`src/rtl/chardisp_cmd.sv`:
```
module chardisp_cmd #(
  parameter int ROWS       = 2,
  parameter int COLS       = 16,
  parameter int CLK_PER_US = 50,
  parameter int CHR_US     = 40,
  parameter int LCR_US     = 150,
  parameter int LDL_US     = 100,
  parameter int LDS_US     = 100,
  parameter int BLINK_US   = 500000,
  localparam int DEPTH     = ROWS * COLS,
  localparam int AW        = $clog2(DEPTH)
) (
  input  logic          clk,
  input  logic          rst_n,
  input  logic          bus_addr,
  input  logic          bus_wr,
  input  logic [7:0]    bus_wdata,
  output logic [7:0]    bus_rdata,
  input  logic [AW-1:0] view_pos,
  output logic [7:0]    view_char,
  output logic          view_on,
  output logic          view_cursor
);
  localparam int PW = $clog2(CLK_PER_US + 1);
  localparam int BW = $clog2(BLINK_US + 1);
  localparam int TW = 16;

  logic [7:0]    mem [DEPTH];
  logic [AW-1:0] cursor;
  logic [AW:0]   len;
  logic [7:0]    outreg;
  logic          dsp_e, dsp_d, dsp_c;
  logic          busy, err;
  logic [PW-1:0] pre;
  logic [TW-1:0] us_left;
  logic [PW-1:0] bpre;
  logic [BW-1:0] bcnt;
  logic          phase;
  logic [TW-1:0] exec_us;

  wire           accept = bus_wr && !bus_addr && !busy;
  wire           clash  = bus_wr && !bus_addr && busy;
  wire [1:0]     kind   = bus_wdata[7:6];
  wire [AW-1:0]  opnd   = bus_wdata[AW-1:0];
  wire [AW:0]    nxt    = {1'b0, cursor} + 1'b1;
  wire [AW:0]    newlen = {1'b0, opnd} + 1'b1;

  always_comb begin
    case (kind)
      2'b01:   exec_us = TW'(LDS_US);
      2'b10:   exec_us = bus_wdata[5] ? TW'(LDL_US) : TW'(LCR_US);
      default: exec_us = TW'(CHR_US);
    endcase
  end

  always_ff @(posedge clk) begin
    if (!rst_n) begin
      busy    <= 1'b0;
      err     <= 1'b0;
      pre     <= '0;
      us_left <= '0;
    end else begin
      if (clash) err <= 1'b1;
      if (accept) begin
        busy    <= 1'b1;
        pre     <= '0;
        us_left <= exec_us;
      end else if (busy) begin
        if (pre == PW'(CLK_PER_US - 1)) begin
          pre     <= '0;
          us_left <= us_left - 1'b1;
          if (us_left == TW'(1)) busy <= 1'b0;
        end else begin
          pre <= pre + 1'b1;
        end
      end
    end
  end

  always_ff @(posedge clk) begin
    if (!rst_n) begin
      for (int i = 0; i < DEPTH; i++) mem[i] <= 8'h20;
      cursor <= '0;
      len    <= (AW+1)'(DEPTH);
      outreg <= 8'h00;
      dsp_e  <= 1'b0;
      dsp_d  <= 1'b0;
      dsp_c  <= 1'b0;
    end else if (accept) begin
      case (kind)
        2'b00: begin
          mem[cursor] <= {2'b00, bus_wdata[5:0]};
          cursor      <= (nxt >= len) ? '0 : nxt[AW-1:0];
        end
        2'b01: begin
          dsp_e <= bus_wdata[2];
          dsp_d <= bus_wdata[1];
          dsp_c <= bus_wdata[0];
        end
        2'b10: begin
          if (bus_wdata[5]) begin
            len <= newlen;
            if ({1'b0, cursor} >= newlen) cursor <= '0;
          end else begin
            cursor <= opnd;
            outreg <= mem[opnd];
          end
        end
        default: ;
      endcase
    end
  end

  always_ff @(posedge clk) begin
    if (!rst_n) begin
      bpre  <= '0;
      bcnt  <= '0;
      phase <= 1'b0;
    end else if (bpre == PW'(CLK_PER_US - 1)) begin
      bpre <= '0;
      if (bcnt == BW'(BLINK_US - 1)) begin
        bcnt  <= '0;
        phase <= ~phase;
      end else begin
        bcnt <= bcnt + 1'b1;
      end
    end else begin
      bpre <= bpre + 1'b1;
    end
  end

  assign bus_rdata   = bus_addr ? outreg : {3'b000, err, ~busy, dsp_e, dsp_d, dsp_c};
  assign view_char   = mem[view_pos];
  assign view_on     = dsp_e && ({1'b0, view_pos} < len) && !(dsp_d && phase);
  assign view_cursor = dsp_e && dsp_c && (view_pos == cursor) && phase;

  a_r2_busy_after_accept: assert property (@(posedge clk) disable iff (!rst_n)
    accept |=> busy);
  a_r8_clash_sets_err: assert property (@(posedge clk) disable iff (!rst_n)
    clash |=> err);
  a_r8_err_sticky: assert property (@(posedge clk) disable iff (!rst_n)
    err |=> err);
  a_r8_clash_keeps_cursor: assert property (@(posedge clk) disable iff (!rst_n)
    clash |=> $stable(cursor));
  a_r4_cursor_below_len: assert property (@(posedge clk) disable iff (!rst_n)
    (accept && kind == 2'b00) |=> ({1'b0, cursor} < len));
  a_r6_len_range: assert property (@(posedge clk) disable iff (!rst_n)
    (len >= 1) && (len <= (AW+1)'(DEPTH)));
endmodule

```
`config.mk`:
```
export PLATFORM = sky130hd
export DESIGN_NAME = chardisp_cmd
export DESIGN_NICKNAME = d
export VERILOG_FILES = /design/src/rtl/chardisp_cmd.sv
export SDC_FILE = /design/constraint.sdc
export NUM_CORES = 1
export LEC_CHECK = 0
export BUFFER_PORTS_ARGS = -buffer_cell sky130_fd_sc_hd__buf_2
export CAP_MARGIN = 20
export CORE_MARGIN = 2
export CORE_UTILIZATION = 55
export CTS_CLUSTER_DIAMETER = 100
export CTS_CLUSTER_SIZE = 8
export DETAILED_ROUTE_END_ITERATION = 10
export GPL_ROUTABILITY_DRIVEN = 0
export PLACE_DENSITY = 0.74
export SETUP_SLACK_MARGIN = 0.2
export SLEW_MARGIN = 15
export SYNTH_ARGS = -nofsm -noshare
export SYNTH_HDL_FRONTEND = slang
export SYNTH_SLANG_ARGS = --single-unit
```
`constraint.sdc`:
```
create_clock -name clk -period 3.35 [get_ports clk]
set_clock_uncertainty 0.05 [all_clocks]
set_input_delay 0.8375 -clock clk [delete_from_list [all_inputs] [get_ports clk]]
set_output_delay 0.8375 -clock clk [all_outputs]
set_load 0.01 [all_outputs]
```
* Word level (Yosys, flattened, before mapping) *
Memory sizes are Yosys's and may differ from the RTL's. A register that Yosys moved wholly into a read port is not among the register bits.
Index checks and enable logic that the tools add are counted.

storage, ports and cells
  register bits after elaboration = 72
  memory bits (writable) = 192
  input port bits = 17
  output and inout port bits = 18
  logic and storage cells = 85
  memories = 1

cells by class
  add/sub/neg operators = 6
  $lt $le $gt $ge = 3
  equality and inequality tests = 8
  mux-type cells = 24
  bitwise logic cells = 4
  reduce and logical (&&, ||, !) cells = 26

memory list
  name  words  width  rd ports  clocked after memory_dff  wr ports  line  text
  mem   32     6      2         1                         32        28    logic [7:0] mem [DEPTH];

operator list
  cell                                                                   count
  16-bit 2-to-1 mux                                                      3
  5-bit 2-to-1 mux                                                       4
  19-bit by 1-bit adder with 19-bit output (second input constant)       1
  19-bit == test (second input constant)                                 1
  19-bit 2-to-1 mux                                                      1
  16-bit by 1-bit == test with 1-bit output (second input constant)      1
  8-bit 2-to-1 mux                                                       2
  8-bit one-hot mux with 2 select lines                                  1
  16-bit by 1-bit subtractor with 16-bit output (second input constant)  1
  5-bit by 1-bit adder with 6-bit output (second input constant)         2
  6-bit by 1-bit adder with 6-bit output (second input constant)         2
  6-bit == test (second input constant)                                  2
  6-bit 2-to-1 mux                                                       2
  1-bit 2-to-1 mux                                                       10
  5-bit one-hot mux with 2 select lines                                  1
  1-bit logical AND                                                      9
  3-bit AND reduction                                                    3
  5-bit by 6-bit greater-or-equal comparator with 1-bit output           1
  6-bit greater-or-equal comparator                                      1
  5-bit by 6-bit less-than comparator with 1-bit output                  1
  2-bit AND reduction                                                    3
  2-bit nonzero test                                                     3
  6-bit OR reduction                                                     1
  5-bit == test                                                          1
  other kinds (7)                                                        14

* Longest topological paths before layout *
Gate-level depths: netlist (run 1).

  word-level depth = 8
  mapped depth = 11
  depth with buffers taken out = 9

* Least setup slack after synthesis (run 1) *
No wires, ideal clock.

  path type = input-to-output
  start = in view_pos[0]
  end = out view_char[0]
  arrival time = 2.476 ns
  data required time = 2.463 ns
  setup slack = -0.014 ns
  stages = 5
  path buffers = 2
  path through = clkbuf_1 buf_4 mux4_2 mux4_2 mux2_2

between the ends
  cells in the longest elaborated chain, start to end = 1

ends and longest elaborated chain
  item                    line  text
  from (decl)             19    input logic [AW-1:0] view_pos,
  memory read 32 x 6 bit  -
  to (decl)               20    output logic [7:0] view_char,

Every way passes these cells.

* Final worst setup path (run 1) *
  start = in view_pos[0]
  end = out view_char[5]

Same word-level chain as after synthesis.

==> flow_summary.yaml, run 1 <==
detailed_routing:
  first_iter_violations: 1542
  wl_met3_mm: 5.44
  dr.pass1.iters: 6
  topRoutingLayerUsed: "met5"
  dr_wl_met2_mm: 18.2
  finalWirelength_mm: 40.4
  ant_nets: 0
  viasPerCell: 6.66
  drt-met1-wl_mm: 15.4
  drcViolationCount: 0
  vias: 10600
  wl_per_cell_um: 25.5
floorplanning:
  die_y_um: 165
  die-area_sq_um: 27400
  num_rows: 59
  initial_core_util_pct: 55.4
  core_area_sq_um: 25800
  die-width_um: 165
  io_pins: 35
clock_network:
  cts_tree: "built"
  htree_levels: 2
  postCtsHoldBufs: 0
  cts_buffer_depth: 3
  numCtsBuffers: 38
  clock-root-buffer: "clkbuf_16"
  cts.clk_slew.worst_paths_ps: 50
  cts.sinks: 262
  clkLatencyLatePin_ps: 510
logic_synthesis:
  syn-instance-count: 1181
  synth_fa_ha_area_share_pct: 2.62
  yosys-top-cells-count: "edfxtp_1 (192), and2_1 (131), mux4_2 (98)"
  synth_seq_cells: 262
  yosysSeqAreaShare_pct: 50.0
  synthTopCellsByArea: "edfxtp_1 (40%), mux4_2 (15%), dfxtp_1 (9.8%)"
  yosys.area_share.xor_xnor_pct: 2.81
  synth_top_family_by_area: "multiplexers"
  yosys.area.top_type_share_pct: 40.2
  synth_edf_count: 192
  synth_simple_gate_area_share_pct: 16.8
  synth_cell_types: 64
  synth-compound-area-share_pct: 6.52
  yosysWarnings: 0
  muxShareOfSynthArea_pct: 17.6
  syn_area_sq_um: 14300
  yosys.area.top_type: "edfxtp_1"
  synth.most_common_cell: "edfxtp_1"
  async_reset_ff_share_pct: 0
  synth_ff_type: "edfxtp_1"
  avgSynthCellArea_sq_um: 12.1
critical_path:
  crit_type: "primary input to output port"
  path_max_fanout: 6
  required_ps: 2460
  crit_path_start_kind: "primary input"
  end_kind: "output port"
  arrival_ps: 2570
final_layout:
  layout-drive-gt1-share_pct: 22.0
  areaGrowthSynthToFinish_pct: 14.6
  final_util_pct: 63.5
  fill_cells: 1905
  final_nets: 1281
  fin_area_sq_um: 16400
placement:
  dpl_cell_area_sq_um: 15200
  dp_hpwl_mm: 27.9
  portBuffers: 30
hold_path:
  hold_class: "flip-flop to flip-flop"
flow_run:
  cap_violations: 0
power_and_ir_drop:
  irDropWorstVdd_uv: 627
  p_leak_nw: 5.65
  p_per_area_nw_per_um2: 480
sta:
  worst_pin_slew_ps: 965
  max_freq_mhz: 289
  setup_viol: 6
  finalCriticalPeriod_ps: 3460
  relSlewSlack_pct: 35.4
  fin_ws_ps: -110
  slew_viol_final: 0
  rsz0062_at_grt: "yes"
  hold_viol: 0
  period_share_pct: 103
outcome:
  status: "complete, but fails checks"
  violations: "negative setup slack"
grt:
  grt_overflow: 0
  grt_pass1_vias: 9987
  grtUsageTotal_pct: 30.0
  grt_max_degree: 49
  grt_pass1_wl_mm: 60.4
  antenna_found_initial: 2
==> sequential cells by signal, summed over array words and instances (netlist names), 5 cells and up <==
register / flops
bcnt: 19
bpre: 6
cursor: 5
len: 6
mem: 192
outreg: 6
pre: 6
us_left: 16
==> placed cells by master, fill, tap and decap left out, types with 4 or more instances in the layout <==
| cell type | n |
|---|---|
| buf_16 | 4 |
| a22o_1 | 4 |
| conb_1 | 4 |
| xor2_1 | 22 |
| o32ai_1 | 5 |
| nor2_1 | 95 |
| nand3_1 | 25 |
| mux4_2 | 98 |
| mux2_4 | 6 |
| edfxtp_1 | 192 |
| xnor2_1 | 24 |
| buf_2 | 21 |
| mux2i_1 | 8 |
| a21oi_1 | 27 |
| a21o_1 | 4 |
| nand4_1 | 14 |
| nand3b_1 | 4 |
| a211oi_1 | 18 |
| clkbuf_16 | 41 |
| buf_4 | 65 |
| clkbuf_1 | 16 |
| and4_1 | 4 |
| nor2b_1 | 5 |
| buf_6 | 7 |
| ha_1 | 30 |
| a22oi_1 | 7 |
| o31ai_1 | 7 |
| dfxtp_1 | 70 |
| inv_1 | 22 |
| a221oi_1 | 6 |
| buf_12 | 9 |
| nand2_1 | 56 |
| mux2_2 | 15 |
| nor3_1 | 45 |
| or3_1 | 37 |
| o21ai_0 | 52 |
| and2_1 | 131 |
==> through the flow <==
stage	setup WS, ps	cells	TNS (ps)	total power, W	hold slack, ps
2_1_floorplan	121	1184	0	0.00416	367
3_3_place_gp	-238	1524	-1310	0.00440	396
3_5_place_dp	-298	1524	-1510	0.00442	407
4_1_cts	-109	1584	-505	0.00787	417
5_1_grt	-117	1587	-642	0.00810	433
6_report	-110	1587	-542	0.00787	416
==> per-layer routing <==
layer,up-vias,track usage [%]
met5,-,0
met4,2,10.2
li1,4545,-
met2,818,45.5
met1,5092,41.5
met3,111,9.14
==> report_power, final <==
part	internal, W	switching, W	total (W)
sequential	0.00357	0.0000959	0.00366
clock	0.00211	0.00134	0.00345
combinational	0.000353	0.000407	0.000760
==> path summary, 6_finish.rpt <==
kind               start            to  slack, ps  cells past startpoint
min              bpre[0]       bpre[0]        420                      1
max          view_pos[0]  view_char[5]       -110                      6
max reg2reg    cursor[1]     cursor[1]        820                      9
min reg2reg      bpre[0]       bpre[0]        420                      1
==> kinds of logic (layout without fill, tap and decap cells) <==
logic type | after synthesis | in the layout
muxes | 127 | 127
and+or+nand+nor | 446 | 446
other | 1 | 5
AOI/OAI and AO/OA | 147 | 147
xor gates and xnor gates | 46 | 46
buffers and inverters | 122 | 189
DFF | 262 | 262
adders and majority gates | 30 | 30
==> critical path, stage by stage <==
cell	delay (ps)
buf_16	130
buf_12	130
mux4_2	500
mux4_2	510
mux2_4	320
buf_6	130
==> timing repair <==
| action | in CTS | in global routing |
|---|---|---|
| resized for setup | 15 | 4 |
| buffers inserted | 0 | 0 |
| setup endpoints to repair | 6 | 7 |
| cloned | 3 | 2 |
==> layout make-up <==
cell class	instances	area (sq um)	share of cell area, %
Clock inverter	2	12.5	0.0762
Timing Repair Buffer	108	1010	6.17
Tap cell	335	419	2.55
Sequential cell	262	7170	43.7
Antenna cell	1	2.50	0.0152
Multi-Input combinational cell	800	6680	40.7
Clock buffer	55	1040	6.31
Inverter	24	90.1	0.549
Note: power is estimated with default switching activity, not from simulation.
==> inputs of run 2 (changes only) <==
--- a/config.mk
+++ b/config.mk
@@ -7,7 +7,6 @@
 export LEC_CHECK = 0
 export BUFFER_PORTS_ARGS = -buffer_cell sky130_fd_sc_hd__buf_2
 export CAP_MARGIN = 20
-export CORE_MARGIN = 2
 export CORE_UTILIZATION = 55
 export CTS_CLUSTER_DIAMETER = 100
 export CTS_CLUSTER_SIZE = 8
@@ -15,7 +14,9 @@
 export GPL_ROUTABILITY_DRIVEN = 0
 export PLACE_DENSITY = 0.74
 export SETUP_SLACK_MARGIN = 0.2
+export SKIP_CTS_REPAIR_TIMING = 1
 export SLEW_MARGIN = 15
 export SYNTH_ARGS = -nofsm -noshare
 export SYNTH_HDL_FRONTEND = slang
 export SYNTH_SLANG_ARGS = --single-unit
+export TNS_END_PERCENT = 100
==> run 2 against run 1 <==
Against the previous run: highest routed layer is now met4; the run still ends with negative setup slack left; global-route usage rose by 0.28 points; flip-flop and latch count is the same; largest cell class unchanged; critical path type unchanged; via count shrank 0.59%.
==> flow_summary.yaml, run 2 (synthesis gave the netlist of run 1 again) <==
power_and_ir_drop:
  intPower_w: 0.00604
  combPwrFrac_pct: 9.6
  power.switching_w: 0.00184
  power.share.switching_pct: 23.3
  irDropWorstVdd_uv: 389
  p_seq_share_pct: 46.5
  p_leak_nw: 5.67
  p_per_area_nw_per_um2: 479
  clkPwrFrac_pct: 43.9
final_layout:
  final_common_cell: "edfxtp_1"
  areaGrowthSynthToFinish_pct: 14.8
  multiInputGateArea_sq_um: 6690
  fill_cells: 1845
  final_nets: 1286
  mostFrequentLayoutCells: "edfxtp_1 (192), and2_1 (131), mux4_2 (98), nor2_1 (95), dfxtp_1 (70)"
  largest_reg_flops: 192
  layout-drive-gt1-share_pct: 22.3
  reg_top3: "mem (192), bcnt (19), us_left (16)"
  seqCellArea_sq_um: 7170
  n_antenna_cell: 0
  fin_area_sq_um: 16400
  top_register: "mem"
grt:
  grt_pass1_vias: 9863
  grt_max_degree: 52
  antenna_found_initial: 0
  grt_pass1_wl_mm: 59.9
  grtUsageTotal_pct: 30.3
  grt_overflow: 0
sta:
  max_freq_mhz: 291
  hold_viol: 0
  worst_pin_slew_ps: 893
  slew_viol_final: 0
  rsz0062_at_grt: "yes"
  fin_ws_ps: -92.0
  relSlewSlack_pct: 40.3
  holdWs_ps: 412
  finalCriticalPeriod_ps: 3440
  period_share_pct: 103
  setup_viol: 6
detailed_routing:
  dr.pass1.iters: 6
  finalWirelength_mm: 39.6
  first_iter_violations: 1500
  wl_per_cell_um: 24.9
  vias: 10500
  ant_nets: 0
  viasPerCell: 6.61
  drcViolationCount: 0
critical_path:
  required_ps: 2460
  end_kind: "output port"
  path_buf_inv: 3
  path_max_fanout: 6
  crit_top_cell: "mux4_2"
  arrival_ps: 2550
  crit_chain: "buf_16 -> buf_12 -> mux4_2 -> mux4_2 -> mux2_4 -> buf_6"
  crit_path_start_kind: "primary input"
  crit_type: "primary input to output port"
  crit_path_max_incr_delay_ps: 520
  cpMaxStageDelayCell: "mux4_2"
  cp_top_family: "multiplexers"
clock_network:
  cts_buffer_depth: 3
  cts.clk_slew.worst_paths_ps: 50
  clock-root-buffer: "clkbuf_16"
  numCtsBuffers: 38
  cts.sinks: 262
  cts_tree: "built"
  htree_levels: 2
  clkLatencyLatePin_ps: 510
outcome:
  violations: "negative setup slack"
  status: "complete, but fails checks"
floorplanning:
  die_y_um: 163
  io_pins: 35
  num_rows: 58
  core_area_sq_um: 25400
  die-area_sq_um: 26700
  die-width_um: 163
  initial_core_util_pct: 56.4
placement:
  portBuffers: 30
  dpl_cell_area_sq_um: 15200
  dp_hpwl_mm: 27.3
hold_path:
  hold_class: "flip-flop to flip-flop"
flow_run:
  cap_violations: 0
## run 2: cell types whose count changed in the layout (fill, tap and decap cells not counted), sizes merged
cell	delta
clkbuf	+5
buf	+3
diode	-1
## run 2: layer usage
layer	GRT usage, %	vias to the layer above	part of all wire (%)
li1	-	4551	-
met1	43.1	5012	39
met2	45.2	807	44
met3	7.59	136	13
met4	10.7	0	3.6
met5	0	-	0
## run 2: worst register-to-register path: cells and delay by family (launching register included)
family / cells / cell delay, ps
AO/OA/AOI/OAI: 1 / 470
flip-flops: 1 / 730
buffers and inverters: 2 / 500
AND/OR/NAND/NOR: 1 / 650
## run 2: power by group through the flow
stage / clock [W] / combinational (W) / sequential, W
after floorplan: 0 / 0.000504 / 0.00366
after global placement: 0 / 0.000681 / 0.00372
after detailed placement: 0 / 0.000698 / 0.00371
after CTS: 0.00348 / 0.000703 / 0.00365
after global routing: 0.00361 / 0.000801 / 0.00366
final: 0.00346 / 0.000752 / 0.00366
## run 2: final cells by class
| class | count | share of cell area [%] |
|---|---|---|
| Clock buffer | 58 | 6.37 |
| Timing Repair Buffer | 113 | 6.25 |
| Inverter | 24 | 0.548 |
| Multi-Input combinational cell | 800 | 40.7 |
| Sequential cell | 262 | 43.6 |
| Clock inverter | 2 | 0.0761 |
| Tap cell | 330 | 2.51 |
## run 2: worst paths after layout
check,startpoint,to,slack [ps],cells after the start
max,view_pos[0],view_char[5],-90,6
min,bpre[0],bpre[0],410,1
max reg2reg,cursor[2],mem[5][4],670,4
min reg2reg,bpre[0],bpre[0],410,1
## run 2: per-stage QoR
stage,worst slack (ps),cells,setup TNS (ps),power (W),utilization (%)
2_1_floorplan,121,1184,0,0.00416,-
3_3_place_gp,-211,1521,-1200,0.00440,59.7
3_5_place_dp,-243,1521,-1370,0.00441,59.7
4_1_cts,-252,1581,-1450,0.00784,63.8
5_1_grt,-112,1589,-547,0.00808,64.7
6_report,-92.0,1589,-448,0.00788,64.7
==> inputs of run 3 (changes only) <==
--- a/config.mk
+++ b/config.mk
@@ -7,6 +7,7 @@
 export LEC_CHECK = 0
 export BUFFER_PORTS_ARGS = -buffer_cell sky130_fd_sc_hd__buf_2
 export CAP_MARGIN = 20
+export CORE_MARGIN = 2
 export CORE_UTILIZATION = 55
 export CTS_CLUSTER_DIAMETER = 100
 export CTS_CLUSTER_SIZE = 8
==> run 3 against run 2 <==
Against the previous run: flip-flop and latch count did not move; first-iteration DRC count up 4.4%; fmax is 0.16% lower; cell count barely moved; combinational power grew 0.8%; clock power barely moved; critical path depth stayed put; the flow still finishes with violations (negative setup slack); worst hold slack improved by 3.5 ps; global-route usage is 0.60 points lower; highest routed layer unchanged.
==> flow_summary.yaml, run 3 (synthesis gave the netlist of run 1 again) <==
critical_path:
  crit_chain: "buf_16 -> buf_12 -> mux4_2 -> mux4_2 -> mux2_4 -> buf_6"
  arrival_ps: 2560
  reg2reg_depth: 9
  crit_path_max_incr_delay_ps: 510
  worstReg2RegStart: "cursor[1]"
  path_buf_inv: 3
  end_kind: "output port"
  path_max_fanout: 6
  required_ps: 2460
  r2r_setup_slack_ps: 810
  r2r_end: "cursor[1]"
  crit_type: "primary input to output port"
  cpMaxStageDelayCell: "mux4_2"
  cp_top_family: "multiplexers"
  crit_top_cell: "mux4_2"
  crit_path_start_kind: "primary input"
hold_path:
  min_to: "bpre[0]"
  hp-start: "bpre[0]"
  worstHoldPathCells: 1
  hold_class: "flip-flop to flip-flop"
power_and_ir_drop:
  p_leak_nw: 5.65
  clkPwrFrac_pct: 43.9
  combPwrFrac_pct: 9.6
  p_per_area_nw_per_um2: 480
  power.switching_w: 0.00185
  intPower_w: 0.00603
  p_seq_share_pct: 46.5
  irDropWorstVdd_uv: 626
  power.share.switching_pct: 23.5
sta:
  hold_viol: 0
  slew_viol_final: 0
  fin_ws_ps: -97.6
  period_share_pct: 103
  rsz0062_at_grt: "yes"
  relSlewSlack_pct: 36.4
  max_freq_mhz: 290
  setup_viol: 6
  finalCriticalPeriod_ps: 3450
  worst_pin_slew_ps: 950
grt:
  gr-max-usage-layer: "met2"
  grtUsageTotal_pct: 29.7
  grt_overflow: 0
  gr-usage-met2_pct: 44.6
  grt_pass1_wl_mm: 59.8
  grt_util_met1_pct: 41.6
  met3_usage_pct: 8.97
  grt_max_degree: 49
  grt_pass1_vias: 9907
  antenna_found_initial: 1
detailed_routing:
  finalWirelength_mm: 40.4
  vias: 10500
  drcViolationCount: 0
  dr.pass1.iters: 6
  ant_nets: 0
  first_iter_violations: 1566
  wl_per_cell_um: 25.4
  viasPerCell: 6.62
final_layout:
  fin_area_sq_um: 16400
  finalNonFillerCells: 1588
  reg_top3: "mem (192), bcnt (19), us_left (16)"
  final_common_cell: "edfxtp_1"
  largest_reg_flops: 192
  final_nets: 1282
  layout-drive-gt1-share_pct: 22.0
  top_register: "mem"
  mostFrequentLayoutCells: "edfxtp_1 (192), and2_1 (131), mux4_2 (98), nor2_1 (95), dfxtp_1 (70)"
  areaGrowthSynthToFinish_pct: 14.6
floorplanning:
  num_rows: 59
  initial_core_util_pct: 55.4
  die-area_sq_um: 27400
  io_pins: 35
  die-width_um: 165
  die_y_um: 165
  core_area_sq_um: 25800
placement:
  dpl_cell_area_sq_um: 15200
  portBuffers: 30
  dp_cells: 1524
  dp_hpwl_mm: 27.9
  pre_cts_ws_ps: -298
outcome:
  violations: "negative setup slack"
  status: "complete, but fails checks"
flow_run:
  cap_violations: 0
clock_network:
  cts_tree: "built"
  numCtsBuffers: 38
  clock-root-buffer: "clkbuf_16"
  cts_buffer_depth: 3
  clkLatencyLatePin_ps: 510
  htree_levels: 2
  cts.sinks: 262
  cts.clk_slew.worst_paths_ps: 50
## run 3: changes by cell type in the layout (fill, tap and decap cells not counted), sizes merged
cell    previous run  this run
buf              109       104
diode              0         1
clkbuf            62        60
## run 3: cell type report
cell class                 count  area [sq um]
timing repair buffer         109          1010
sequential                   262          7170
tap                          335           419
multi-input combinational    800          6680
clock inverter                 2          12.5
fill                        1900          9420
inverter                      24          90.1
antenna                        1          2.50
clock buffer                  55          1040
## run 3: power by group through the flow
stage               Clock [W]  Combinational, W  Sequential [W]
finish                0.00345          0.000758         0.00366
global route          0.00364          0.000804         0.00366
CTS                   0.00348          0.000713         0.00365
detailed placement          0          0.000706         0.00371
global placement            0          0.000686         0.00371
floorplan                   0          0.000504         0.00366
## run 3: how the worst max path moves through the flow
stage                           start      endpoint  slack (ps)  depth (start not counted)
after floorplan           view_pos[0]  view_char[0]         120                          5
after global placement    view_pos[0]  view_char[4]        -240                          6
after detailed placement  view_pos[0]  view_char[3]        -300                          6
after CTS                 view_pos[0]  view_char[3]        -300                          6
after global routing      view_pos[0]  view_char[3]        -110                          6
final                     view_pos[0]  view_char[5]        -100                          6
## run 3: stage by stage
| step | power [W] | setup TNS [ps] | utilization [%] | hold WS, ps |
|---|---|---|---|---|
| CTS | 0.00785 | -1540 | 62.7 | 417 |
| global route | 0.00811 | -541 | 63.5 | 433 |
| detailed placement | 0.00442 | -1510 | 58.7 | 407 |
| global placement | 0.00440 | -1310 | 58.7 | 396 |
| finish | 0.00787 | -492 | 63.5 | 416 |
| floorplan | 0.00416 | 0 | - | 367 |
## run 3: routing by layer
layer / vias up / part of all wire, %
met5: - / 0
met4: 0 / 3.1
met3: 108 / 13
met2: 730 / 45
met1: 5124 / 38
li1: 4543 / -
